### src/rtl/isamp_pkg.sv
package isamp_pkg;
  typedef enum logic [1:0] {
    PH_IDLE   = 2'd0,
    PH_COUNT  = 2'd1,
    PH_OFFSET = 2'd2,
    PH_HOLD   = 2'd3
  } phase_t;

  localparam logic [1:0] A_CTRL   = 2'd0;
  localparam logic [1:0] A_PERIOD = 2'd1;
  localparam logic [1:0] A_PC     = 2'd2;
  localparam logic [1:0] A_REC    = 2'd3;

  localparam int B_EN    = 0;
  localparam int B_ACK   = 1;
  localparam int B_PEND  = 2;
  localparam int R_VALID = 0;
  localparam int R_ICM   = 1;
  localparam int R_MISP  = 2;
  localparam int R_TRAP  = 3;
  localparam int R_RET   = 4;
  localparam int R_TTYPE = 8;
  localparam int R_DLY   = 16;
endpackage

### src/rtl/isamp_lfsr.sv
module isamp_lfsr #(
  parameter int          W    = 16,
  parameter logic [W-1:0] TAPS = 16'hB400,
  parameter logic [W-1:0] SEED = 16'hACE1
) (
  input  logic         clk,
  input  logic         rst,
  output logic [W-1:0] state
);
  always_ff @(posedge clk) begin
    if (rst) state <= SEED;
    else     state <= state[0] ? ((state >> 1) ^ TAPS) : (state >> 1);
  end

  p_lfsr_nonzero_r3: assert property (@(posedge clk) disable iff (rst)
    state != '0);
endmodule

### src/rtl/isamp_select.sv
module isamp_select
  import isamp_pkg::*;
#(
  parameter int CNT_W = 16,
  parameter int OFS_W = 4
) (
  input  logic             clk,
  input  logic             rst,
  input  logic             enable,
  input  logic             rearm,
  input  logic             fetch_vld,
  input  logic [CNT_W-1:0] period,
  input  logic [OFS_W-1:0] rnd,
  output logic             take
);
  localparam logic [CNT_W-1:0] ONE = CNT_W'(1);

  phase_t           phase;
  logic [CNT_W-1:0] cnt;
  logic [OFS_W-1:0] ofs;
  logic [CNT_W-1:0] load_val;

  assign load_val = (period == '0) ? ONE : period;
  assign take     = (phase == PH_OFFSET) && enable && fetch_vld && (ofs == '0);

  always_ff @(posedge clk) begin
    if (rst) begin
      phase <= PH_IDLE;
      cnt   <= '0;
      ofs   <= '0;
    end else begin
      case (phase)
        PH_IDLE: begin
          if (enable) begin
            cnt   <= load_val;
            phase <= PH_COUNT;
          end
        end
        PH_COUNT: begin
          if (!enable) phase <= PH_IDLE;
          else if (fetch_vld) begin
            if (cnt == ONE) begin
              ofs   <= rnd;
              phase <= PH_OFFSET;
            end else begin
              cnt <= cnt - ONE;
            end
          end
        end
        PH_OFFSET: begin
          if (!enable) phase <= PH_IDLE;
          else if (fetch_vld) begin
            if (ofs == '0) phase <= PH_HOLD;
            else           ofs   <= ofs - OFS_W'(1);
          end
        end
        default: begin
          if (rearm) begin
            if (enable) begin
              cnt   <= load_val;
              phase <= PH_COUNT;
            end else begin
              phase <= PH_IDLE;
            end
          end
        end
      endcase
    end
  end

  p_count_nonzero_r2: assert property (@(posedge clk) disable iff (rst)
    (phase == PH_COUNT) |-> (cnt != '0));

  p_hold_until_rearm_r11: assert property (@(posedge clk) disable iff (rst)
    (phase == PH_HOLD && !rearm) |=> (phase == PH_HOLD));
endmodule

### src/rtl/isamp_track.sv
module isamp_track #(
  parameter int TAG_W = 6,
  parameter int PC_W  = 32,
  parameter int TT_W  = 4,
  parameter int DLY_W = 12
) (
  input  logic             clk,
  input  logic             rst,
  input  logic             take,
  input  logic [TAG_W-1:0] fetch_tag,
  input  logic [PC_W-1:0]  fetch_pc,
  input  logic             fetch_icmiss,
  input  logic             mispred_vld,
  input  logic [TAG_W-1:0] mispred_tag,
  input  logic             trap_vld,
  input  logic [TAG_W-1:0] trap_tag,
  input  logic [TT_W-1:0]  trap_type,
  input  logic             retire_vld,
  input  logic [TAG_W-1:0] retire_tag,
  input  logic             abort_vld,
  input  logic [TAG_W-1:0] abort_tag,
  input  logic             rearm,
  output logic             busy,
  output logic             done,
  output logic [PC_W-1:0]  cap_pc,
  output logic             cap_icmiss,
  output logic             cap_mispred,
  output logic             cap_trapped,
  output logic [TT_W-1:0]  cap_ttype,
  output logic             cap_retired,
  output logic [DLY_W-1:0] cap_delay
);
  localparam logic [DLY_W-1:0] DLY_MAX = '1;

  logic             tracking;
  logic [TAG_W-1:0] tag_q;
  logic [DLY_W-1:0] dly;
  logic [DLY_W-1:0] dly_next;
  logic             hit_mis, hit_trap, hit_ret, hit_abt;

  assign hit_mis  = mispred_vld && (mispred_tag == tag_q);
  assign hit_trap = trap_vld    && (trap_tag    == tag_q);
  assign hit_ret  = retire_vld  && (retire_tag  == tag_q);
  assign hit_abt  = abort_vld   && (abort_tag   == tag_q);
  assign dly_next = (dly == DLY_MAX) ? DLY_MAX : dly + DLY_W'(1);
  assign busy     = tracking || done;

  always_ff @(posedge clk) begin
    if (rst) begin
      tracking    <= 1'b0;
      done        <= 1'b0;
      tag_q       <= '0;
      dly         <= '0;
      cap_pc      <= '0;
      cap_icmiss  <= 1'b0;
      cap_mispred <= 1'b0;
      cap_trapped <= 1'b0;
      cap_ttype   <= '0;
      cap_retired <= 1'b0;
      cap_delay   <= '0;
    end else if (take) begin
      tracking    <= 1'b1;
      done        <= 1'b0;
      tag_q       <= fetch_tag;
      dly         <= '0;
      cap_pc      <= fetch_pc;
      cap_icmiss  <= fetch_icmiss;
      cap_mispred <= 1'b0;
      cap_trapped <= 1'b0;
      cap_ttype   <= '0;
      cap_retired <= 1'b0;
      cap_delay   <= '0;
    end else if (tracking) begin
      if (hit_mis) cap_mispred <= 1'b1;
      if (hit_trap && !cap_trapped) begin
        cap_trapped <= 1'b1;
        cap_ttype   <= trap_type;
      end
      if (hit_ret || hit_abt) begin
        tracking    <= 1'b0;
        done        <= 1'b1;
        cap_retired <= hit_ret;
        cap_delay   <= dly_next;
      end else begin
        dly <= dly_next;
      end
    end else if (rearm) begin
      done <= 1'b0;
    end
  end

  p_take_when_free_r11: assert property (@(posedge clk) disable iff (rst)
    take |-> !busy);

  p_frozen_r11: assert property (@(posedge clk) disable iff (rst)
    (done && !rearm) |=> (done && $stable(cap_pc) && $stable(cap_delay) &&
                          $stable(cap_retired) && $stable(cap_ttype) &&
                          $stable(cap_mispred) && $stable(cap_trapped)));

  p_retire_completes_r7: assert property (@(posedge clk) disable iff (rst)
    (tracking && hit_ret) |=> (done && cap_retired));
endmodule

### src/rtl/isamp_regs.sv
module isamp_regs
  import isamp_pkg::*;
#(
  parameter int               DATA_W     = 32,
  parameter int               PC_W       = 32,
  parameter int               CNT_W      = 16,
  parameter int               TT_W       = 4,
  parameter int               DLY_W      = 12,
  parameter logic [CNT_W-1:0] DEF_PERIOD = 16'd64
) (
  input  logic              clk,
  input  logic              rst,
  input  logic              reg_wr_en,
  input  logic              reg_rd_en,
  input  logic [1:0]        reg_addr,
  input  logic [DATA_W-1:0] reg_wdata,
  output logic [DATA_W-1:0] reg_rdata,
  output logic              irq,
  output logic              enable,
  output logic [CNT_W-1:0]  period,
  output logic              rearm,
  input  logic              done,
  input  logic [PC_W-1:0]   cap_pc,
  input  logic              cap_icmiss,
  input  logic              cap_mispred,
  input  logic              cap_trapped,
  input  logic [TT_W-1:0]   cap_ttype,
  input  logic              cap_retired,
  input  logic [DLY_W-1:0]  cap_delay
);
  logic              wr_ctrl;
  logic [DATA_W-1:0] rec_word;
  logic [DATA_W-1:0] ctrl_word;
  logic [DATA_W-1:0] rd_mux;

  assign wr_ctrl = reg_wr_en && (reg_addr == A_CTRL);
  assign rearm   = wr_ctrl && reg_wdata[B_ACK] && done;

  always_comb begin
    rec_word                   = '0;
    rec_word[R_VALID]          = done;
    rec_word[R_ICM]            = cap_icmiss;
    rec_word[R_MISP]           = cap_mispred;
    rec_word[R_TRAP]           = cap_trapped;
    rec_word[R_RET]            = cap_retired;
    rec_word[R_TTYPE +: TT_W]  = cap_ttype;
    rec_word[R_DLY +: DLY_W]   = cap_delay;
    ctrl_word                  = '0;
    ctrl_word[B_EN]            = enable;
    ctrl_word[B_PEND]          = done;
    case (reg_addr)
      A_CTRL:   rd_mux = ctrl_word;
      A_PERIOD: rd_mux = DATA_W'(period);
      A_PC:     rd_mux = DATA_W'(cap_pc);
      default:  rd_mux = rec_word;
    endcase
  end

  always_ff @(posedge clk) begin
    if (rst) begin
      enable    <= 1'b0;
      period    <= DEF_PERIOD;
      irq       <= 1'b0;
      reg_rdata <= '0;
    end else begin
      irq <= done;
      if (wr_ctrl) enable <= reg_wdata[B_EN];
      if (reg_wr_en && reg_addr == A_PERIOD) period <= reg_wdata[CNT_W-1:0];
      if (reg_rd_en) reg_rdata <= rd_mux;
    end
  end

  p_irq_drops_after_ack_r12: assert property (@(posedge clk) disable iff (rst)
    rearm |=> ##1 !irq);
endmodule

### src/rtl/isamp_top.sv
module isamp_top
  import isamp_pkg::*;
#(
  parameter int               TAG_W      = 6,
  parameter int               PC_W       = 32,
  parameter int               TT_W       = 4,
  parameter int               DLY_W      = 12,
  parameter int               CNT_W      = 16,
  parameter int               OFS_W      = 4,
  parameter int               LFSR_W     = 16,
  parameter int               DATA_W     = 32,
  parameter logic [CNT_W-1:0] DEF_PERIOD = 16'd64
) (
  input  logic              clk,
  input  logic              rst,
  input  logic              fetch_vld,
  input  logic [TAG_W-1:0]  fetch_tag,
  input  logic [PC_W-1:0]   fetch_pc,
  input  logic              fetch_icmiss,
  input  logic              mispred_vld,
  input  logic [TAG_W-1:0]  mispred_tag,
  input  logic              trap_vld,
  input  logic [TAG_W-1:0]  trap_tag,
  input  logic [TT_W-1:0]   trap_type,
  input  logic              retire_vld,
  input  logic [TAG_W-1:0]  retire_tag,
  input  logic              abort_vld,
  input  logic [TAG_W-1:0]  abort_tag,
  input  logic              reg_wr_en,
  input  logic              reg_rd_en,
  input  logic [1:0]        reg_addr,
  input  logic [DATA_W-1:0] reg_wdata,
  output logic [DATA_W-1:0] reg_rdata,
  output logic              irq
);
  logic [LFSR_W-1:0] lfsr;
  logic              enable, rearm, take, busy, done;
  logic [CNT_W-1:0]  period;
  logic [PC_W-1:0]   cap_pc;
  logic              cap_icmiss, cap_mispred, cap_trapped, cap_retired;
  logic [TT_W-1:0]   cap_ttype;
  logic [DLY_W-1:0]  cap_delay;

  isamp_lfsr #(.W(LFSR_W)) u_lfsr (
    .clk(clk), .rst(rst), .state(lfsr)
  );

  isamp_select #(.CNT_W(CNT_W), .OFS_W(OFS_W)) u_sel (
    .clk(clk), .rst(rst), .enable(enable), .rearm(rearm),
    .fetch_vld(fetch_vld), .period(period), .rnd(lfsr[OFS_W-1:0]),
    .take(take)
  );

  isamp_track #(.TAG_W(TAG_W), .PC_W(PC_W), .TT_W(TT_W), .DLY_W(DLY_W)) u_trk (
    .clk(clk), .rst(rst), .take(take),
    .fetch_tag(fetch_tag), .fetch_pc(fetch_pc), .fetch_icmiss(fetch_icmiss),
    .mispred_vld(mispred_vld), .mispred_tag(mispred_tag),
    .trap_vld(trap_vld), .trap_tag(trap_tag), .trap_type(trap_type),
    .retire_vld(retire_vld), .retire_tag(retire_tag),
    .abort_vld(abort_vld), .abort_tag(abort_tag),
    .rearm(rearm), .busy(busy), .done(done),
    .cap_pc(cap_pc), .cap_icmiss(cap_icmiss), .cap_mispred(cap_mispred),
    .cap_trapped(cap_trapped), .cap_ttype(cap_ttype),
    .cap_retired(cap_retired), .cap_delay(cap_delay)
  );

  isamp_regs #(.DATA_W(DATA_W), .PC_W(PC_W), .CNT_W(CNT_W), .TT_W(TT_W),
               .DLY_W(DLY_W), .DEF_PERIOD(DEF_PERIOD)) u_regs (
    .clk(clk), .rst(rst), .reg_wr_en(reg_wr_en), .reg_rd_en(reg_rd_en),
    .reg_addr(reg_addr), .reg_wdata(reg_wdata), .reg_rdata(reg_rdata),
    .irq(irq), .enable(enable), .period(period), .rearm(rearm),
    .done(done), .cap_pc(cap_pc), .cap_icmiss(cap_icmiss),
    .cap_mispred(cap_mispred), .cap_trapped(cap_trapped),
    .cap_ttype(cap_ttype), .cap_retired(cap_retired), .cap_delay(cap_delay)
  );

  p_busy_blocks_take_r11: assert property (@(posedge clk) disable iff (rst)
    busy |-> !take);
endmodule

### config.mk
export PLATFORM = sky130hd
export DESIGN_NAME = isamp_top
export DESIGN_NICKNAME = d
export VERILOG_FILES = /design/src/rtl/isamp_pkg.sv /design/src/rtl/isamp_lfsr.sv /design/src/rtl/isamp_select.sv /design/src/rtl/isamp_track.sv /design/src/rtl/isamp_regs.sv /design/src/rtl/isamp_top.sv
export SDC_FILE = /design/constraint.sdc
export NUM_CORES = 1
export LEC_CHECK = 0
export ABC_AREA = 1
export BUFFER_PORTS_ARGS = -buffer_cell sky130_fd_sc_hd__buf_4
export CAP_MARGIN = 20
export CORE_MARGIN = 1.5
export CORE_UTILIZATION = 60
export CTS_CLUSTER_SIZE = 10
export DETAILED_ROUTE_END_ITERATION = 10
export PLACE_DENSITY = 0.82
export SLEW_MARGIN = 0
export SYNTH_ARGS = -nofsm -noshare
export SYNTH_HDL_FRONTEND = slang
export SYNTH_HIERARCHICAL = 1
export SYNTH_SLANG_ARGS = --single-unit
### constraint.sdc
create_clock -name clk -period 2.62 [get_ports clk]
set_input_delay 0 -clock clk [delete_from_list [all_inputs] [get_ports clk]]
set_output_delay 0 -clock clk [all_outputs]
set_load 0.01 [all_outputs]
==> impl_metrics.csv, run 1 <==
group,metric,value,unit
sta,setup_viol,0,
global_routing,antenna_found_initial,0,
sta,slew_viol_final,0,
global_routing,grt_remaining_overflow,0,
routing,via_count,8154,
clock_network,cts_tree,"yes",
power_and_ir_drop,p_int,4.90,mW
clock_network,numCtsBuffers,17,
power_and_ir_drop,sequentialPowerShare,37.2,%
final_layout,fin_cells,1546,
power_and_ir_drop,clockPowerShare,32.9,%
placed_design,hpwlAfterDp,14000,µm
placed_design,postPlaceCellArea,0.00884,mm²
final_layout,syn_to_final_growth,28.7,%
worst_setup_path,path_max_fanout,46,
sta,slew-limit-headroom,41.5,%
power_and_ir_drop,switching_power,2.63,mW
routing,avgRoutedWirePerCell,14.3,µm
clock_network,clk_pin_slew,60,ps
sta,max_freq,0.461,GHz
worst_setup_path,r2r_start,"u_sel/ofs[0]",
worst_setup_path,crit_chain,"inv_1, ha_1, nand3_1, nor3_2, buf_4, inv_2, nor2_1, a211oi_1",
synthesis,synth_area,0.00786,mm²
final_layout,nNetsFinal,1475,
floorplanning,fp-row-count,41,
global_routing,grt_max_degree,55,
power_and_ir_drop,ir_worst_vdd,0.535,mV
global_routing,grt_use_total,32.6,%
clock_network,clk_latency,440,ps
final_layout,fin_area,0.0101,mm²
routing,drt_iter0_markers,894,
floorplanning,dieArea,0.0138,mm²
worst_setup_path,path_class,"flop to flop",
routing,via_per_inst,5.27,
placed_design,routabilityCongestion,0.931,
sta,rsz0062_at_grt,"no",
worst_setup_path,path_buf_inv,3,
synthesis,synth_nets,1299,
worst_hold_path,worstHoldStart,"retire_tag[0]",
worst_setup_path,path_delay_family,"simple AND/OR/NAND/NOR gates",
sta,finalCritPeriodShare,82.8,%
synthesis,ys_warn_count,6,
sta,hold_viol,0,
synthesis,syn_inst,1185,
clock_network,htreeDepth,4,
flow_run,maxCapViolations,0,
synthesis,syn_area_per_cell,6.63,µm²
final_layout,multi_input_area,0.00391,mm²
sta,min_period,2170,ps
placed_design,port_buffers,126,
worst_setup_path,slowest_delay,390,ps
routing,drc,0,
worst_setup_path,start_kind,"flop",
clock_network,cts_buffer_depth,2,
floorplanning,initial_utilization,61.8,%
final_layout,fillerInstances,903,
worst_setup_path,crit_start,"u_sel/ofs[0]",
global_routing,grt_pass1_vias,7809,
power_and_ir_drop,switching_share,34.9,%
floorplanning,ioPinCount,143,
sta,tightest_slew,876,ps
sta,timing.setup.tns,0,ps
placed_design,dp.cells,1445,
worst_setup_path,end_kind,"flop",
worst_hold_path,min_path_type,"primary input to flop",
run_status,status,"finished clean",
worst_setup_path,crit_arrival,2440,ps
worst_setup_path,slowest_stage,"nor3_2",
global_routing,grt_pass1_wl,36700,µm
sta,worst_clock_skew,6.95,ps
worst_setup_path,crit_required,2900,ps
final_layout,drive_gt1_share,16.7,%
routing,antenna_left,0,
floorplanning,die_y,117,µm
power_and_ir_drop,power_frac_comb,30.0,%
final_layout,seq_area,0.00320,mm²
floorplanning,chipWidth,117,µm
power_and_ir_drop,p_leak,4.72,nW
final_layout,postLayoutCoreUtil,79.6,%
floorplanning,core_area,0.0127,mm²
routing,first_pass_iters,5,
final_layout,diodes,0,
clock_network,clock_sinks,160,
routing,wirelength,22000,µm
clock_network,cts_root_buf,"clkbuf_16",
power_and_ir_drop,powerDensity,744,mW/mm²
## flip-flops by register name, indices dropped and copies added, names as in the netlist
signal             flops
u_regs/reg_rdata      32
u_trk/cap_pc          32
u_lfsr/state          16
u_regs/period         16
u_sel/cnt             16
u_trk/cap_delay       12
u_trk/dly             12
u_trk/tag_q            6
u_sel/ofs              4
u_trk/cap_ttype        4
u_sel/phase            2
u_regs/enable          1
u_regs/irq             1
u_trk/cap_icmiss       1
u_trk/cap_mispred      1
u_trk/cap_retired      1
u_trk/cap_trapped      1
u_trk/done             1
u_trk/tracking         1
## timing repair
action | in CTS | in global routing
resized for setup | 0 | 0
hold buffers | 69 | 0
endpoints found under the hold margin | 70 | 0
setup buffers | 0 | 0
## layout by cell type (no fill, tap or decap), types with 11 or more instances in the layout
master,count
a21oi_1,69
inv_2,14
o21ai_0,51
clkbuf_16,17
o211ai_1,12
nand2_4,11
dlygate4sd3_1,69
nor2_1,180
nand3_1,68
dfxtp_1,160
inv_1,114
buf_4,135
nand2_1,367
## path summary, 6_finish.rpt
| path | depth (start not counted) | to | slack, ps |
|---|---|---|---|
| hold reg to reg | 2 | u_lfsr/state[8] | 410 |
| setup reg to reg | 8 | u_trk/tag_q[3] | 450 |
| setup / recovery | 8 | u_trk/tag_q[3] | 450 |
| hold / removal | 6 | u_trk/cap_retired | 20 |
## worst reg2reg max path, cell delays in order, from the launching register on
cell and delay (ps):
dfxtp_1 310, inv_1 100, ha_1 200, nand3_1 140, nor3_2 390, buf_4 220, inv_2 330, nor2_1 240
a211oi_1 70
## power groups by stage
stage | combinational, mW | clock, mW | sequential [mW]
floorplan | 1.62 | 0 | 2.82
global placement | 2.06 | 0 | 2.84
detailed placement | 2.11 | 0 | 2.84
CTS | 2.21 | 2.49 | 2.79
global route | 2.57 | 2.60 | 2.82
finish | 2.25 | 2.47 | 2.80
## metal layers
| layer | vias up | global-route usage (%) | routed length (µm) | part of all wire, % |
|---|---|---|---|---|
| met5 | - | 0 | 0 | 0 |
| met4 | 0 | 15.2 | 804 | 3.6 |
| met3 | 67 | 7.36 | 1530 | 7.0 |
| met2 | 350 | 55.9 | 10800 | 49 |
| met1 | 3669 | 38.8 | 8880 | 40 |
| li1 | 4068 | - | - | - |
## through the flow
step	setup slack (ps)	total power, mW	hold slack [ps]
after floorplan	948	4.43	69.1
after global placement	621	4.90	203
after detailed placement	526	4.95	204
after CTS	518	7.49	8.24
after global routing	236	7.99	33.6
final	450	7.53	15.3
## final cells by class
class / count / area share [%]
repair buffers: 204 / 16.8
clock inverters: 12 / 1.34
flip-flops and latches: 160 / 31.6
well taps: 172 / 2.13
inverters: 132 / 4.92
clock buffers: 20 / 4.51
multi-input cells: 846 / 38.6
(Power assumes the default switching activity.)
==> run 2, diff against run 1 <==
--- a/config.mk
+++ b/config.mk
@@ -9,10 +9,10 @@
 export BUFFER_PORTS_ARGS = -buffer_cell sky130_fd_sc_hd__buf_4
 export CAP_MARGIN = 20
 export CORE_MARGIN = 1.5
-export CORE_UTILIZATION = 60
+export CORE_UTILIZATION = 51
 export CTS_CLUSTER_SIZE = 10
 export DETAILED_ROUTE_END_ITERATION = 10
-export PLACE_DENSITY = 0.82
+export PLACE_DENSITY = 0.74
 export SLEW_MARGIN = 0
 export SYNTH_ARGS = -nofsm -noshare
 export SYNTH_HDL_FRONTEND = slang
==> constraint.sdc (replaced) <==
create_clock -name clk -period 1.75 [get_ports clk]
set_input_delay 0 -clock clk [delete_from_list [all_inputs] [get_ports clk]]
set_output_delay 0 -clock clk [all_outputs]
set_load 0.01 [all_outputs]
==> run 2 against run 1 <==
Clock power is 57% higher. Combinational power is 60% higher. Clock-buffer cell count is 2 higher. Die area is 17% higher. Sequential power is 50% higher. Wire length is 3.3% higher. Sequential share of layout area is 0.94 points lower. Critical path type unchanged. Critical endpoint is now u_trk/cap_delay[1].
==> impl_metrics.csv, run 2 (synthesized netlist as in run 1, its figures left out) <==
group,metric,value,unit
run_status,status,"finished clean",
clock_network,cts_root_buf,"clkbuf_16",
sta,min_period,1640,ps
sta,fin_ws,114,ps
placed_design,dpl_worst_slack,42.9,ps
final_layout,postLayoutCoreUtil,68.9,%
final_layout,drive_gt1_share,18.3,%
worst_setup_path,slowest_stage,"dfxtp_1",
floorplanning,fp-row-count,45,
sta,timing.setup.tns,0,ps
floorplanning,initial_utilization,51.9,%
clock_network,cts_tree,"yes",
clock_network,htreeDepth,4,
final_layout,fillerInstances,1277,
routing,drc,0,
power_and_ir_drop,p_leak,4.87,nW
sta,finalCritPeriodShare,93.5,%
final_layout,nNetsFinal,1493,
clock_network,clock_sinks,160,
placed_design,dp.cells,1475,
floorplanning,dieArea,0.0162,mm²
clock_network,clk_pin_slew,60,ps
routing,first_pass_iters,5,
placed_design,routabilityCongestion,0.852,
flow_run,maxCapViolations,0,
sta,slew_viol_final,0,
final_layout,layout_common_cells,"nand2_1 (366), nor2_1 (178), dfxtp_1 (160)",
routing,met1_length,9850,µm
global_routing,grt_pass1_wl,36500,µm
worst_setup_path,start_kind,"flop",
final_layout,fin_cells,1579,
sta,hold_viol,0,
power_and_ir_drop,powerDensity,1120,mW/mm²
clock_network,clk_latency,430,ps
routing,via_count,8167,
worst_hold_path,min_path_type,"primary input to flop",
sta,worst_hold_slack,28.1,ps
floorplanning,die_y,127,µm
routing,antenna_left,0,
clock_network,cts_buffer_depth,2,
worst_setup_path,path_class,"flop to flop",
final_layout,reg.largest.list,"u_regs/reg_rdata: 32 flops, u_trk/cap_pc: 32 flops",
worst_setup_path,slowest_delay,380,ps
global_routing,grt_pass1_vias,7606,
sta,worst_clock_skew,6.49,ps
final_layout,syn_to_final_growth,32.7,%
sta,setup_viol,0,
worst_setup_path,path_max_fanout,9,
power_and_ir_drop,ir_worst_vdd,0.755,mV
floorplanning,chipWidth,127,µm
global_routing,grt_max_degree,33,
placed_design,hpwlAfterDp,14700,µm
global_routing,grt_remaining_overflow,0,
sta,slew-limit-headroom,74.5,%
clock_network,numCtsBuffers,17,
routing,avgRoutedWirePerCell,14.4,µm
global_routing,antenna_found_initial,0,
routing,wirelength,22800,µm
worst_setup_path,crit_arrival,2000,ps
worst_setup_path,crit_chain,"ha_1, nand2_1, nor2_2, nand3_4, clkinv_1, or2_2, nand3_1, a21oi_2",
floorplanning,ioPinCount,143,
sta,max_freq,0.611,GHz
floorplanning,core_area,0.0151,mm²
sta,tightest_slew,378,ps
worst_setup_path,end_kind,"flop",
routing,top_layer,"met4",
routing,via_per_inst,5.17,
routing,wl_met2,10800,µm
placed_design,port_buffers,126,
routing,met3WireLength,1450,µm
final_layout,diodes,0,
worst_setup_path,crit_required,2110,ps
global_routing,grt_use_total,28.3,%
routing,drt_iter0_markers,733,
final_layout,final_common_cell,"nand2_1",
## run 2: where the power goes
group          switching [mW]  internal [mW]  total, mW  leakage (nW)
sequential              0.265           3.93       4.20          1.30
combinational            2.25           1.37       3.61          3.27
clock                    1.50           2.39       3.89         0.294
total                    4.02           7.68       11.7          4.87
## run 2: worst paths after layout
kind                                       from                 end  slack, ps  cells past startpoint
worst max-delay path               u_trk/dly[0]  u_trk/cap_delay[1]        110                      8
worst min-delay path              retire_tag[0]   u_trk/cap_retired         30                      6
worst max register to register     u_trk/dly[0]  u_trk/cap_delay[1]        110                      8
worst min register to register  u_lfsr/state[7]     u_lfsr/state[6]        400                      1
## run 2: timing repair
| action | in CTS | in global routing |
|---|---|---|
| hold buffers | 70 | 0 |
| endpoints found under the hold margin | 65 | 0 |
| pin swaps | 0 | 2 |
| setup endpoints to repair | 1 | 71 |
| gates cloned | 0 | 3 |
| gates resized for setup | 1 | 21 |
| setup buffers | 0 | 0 |
## run 2: area by class of cell
cell class,instances,area (µm²),share of cell area (%)
Multi-Input combinational cell,848,4000,38.4
Sequential cell,160,3200,30.7
Timing Repair Buffer,220,1880,18.0
Inverter,132,500,4.80
Clock buffer,22,484,4.64
Tap cell,188,235,2.26
Clock inverter,9,131,1.26
## run 2: per-stage QoR
stage,power (mW),cell area [µm²]
floorplan,6.64,7860
global placement,7.43,9000
detailed placement,7.50,9000
CTS,11.5,10300
global route,12.5,10400
finish,11.7,10400
## run 2: critical path: cells and delay by family (launching register included)
family                   cells  cell delay [ps]
buffers and inverters        1              140
AND/OR/NAND/NOR              5              750
adder cells (fa/ha/maj)      1              190
AO/OA/AOI/OAI                1              140
flip-flops                   1              380
## run 2: per-layer routing
layer	up-vias	global-route usage [%]
li1	4098	-
met1	3716	36.3
met2	305	46.5
met3	48	5.36
met4	0	12.8
met5	-	0
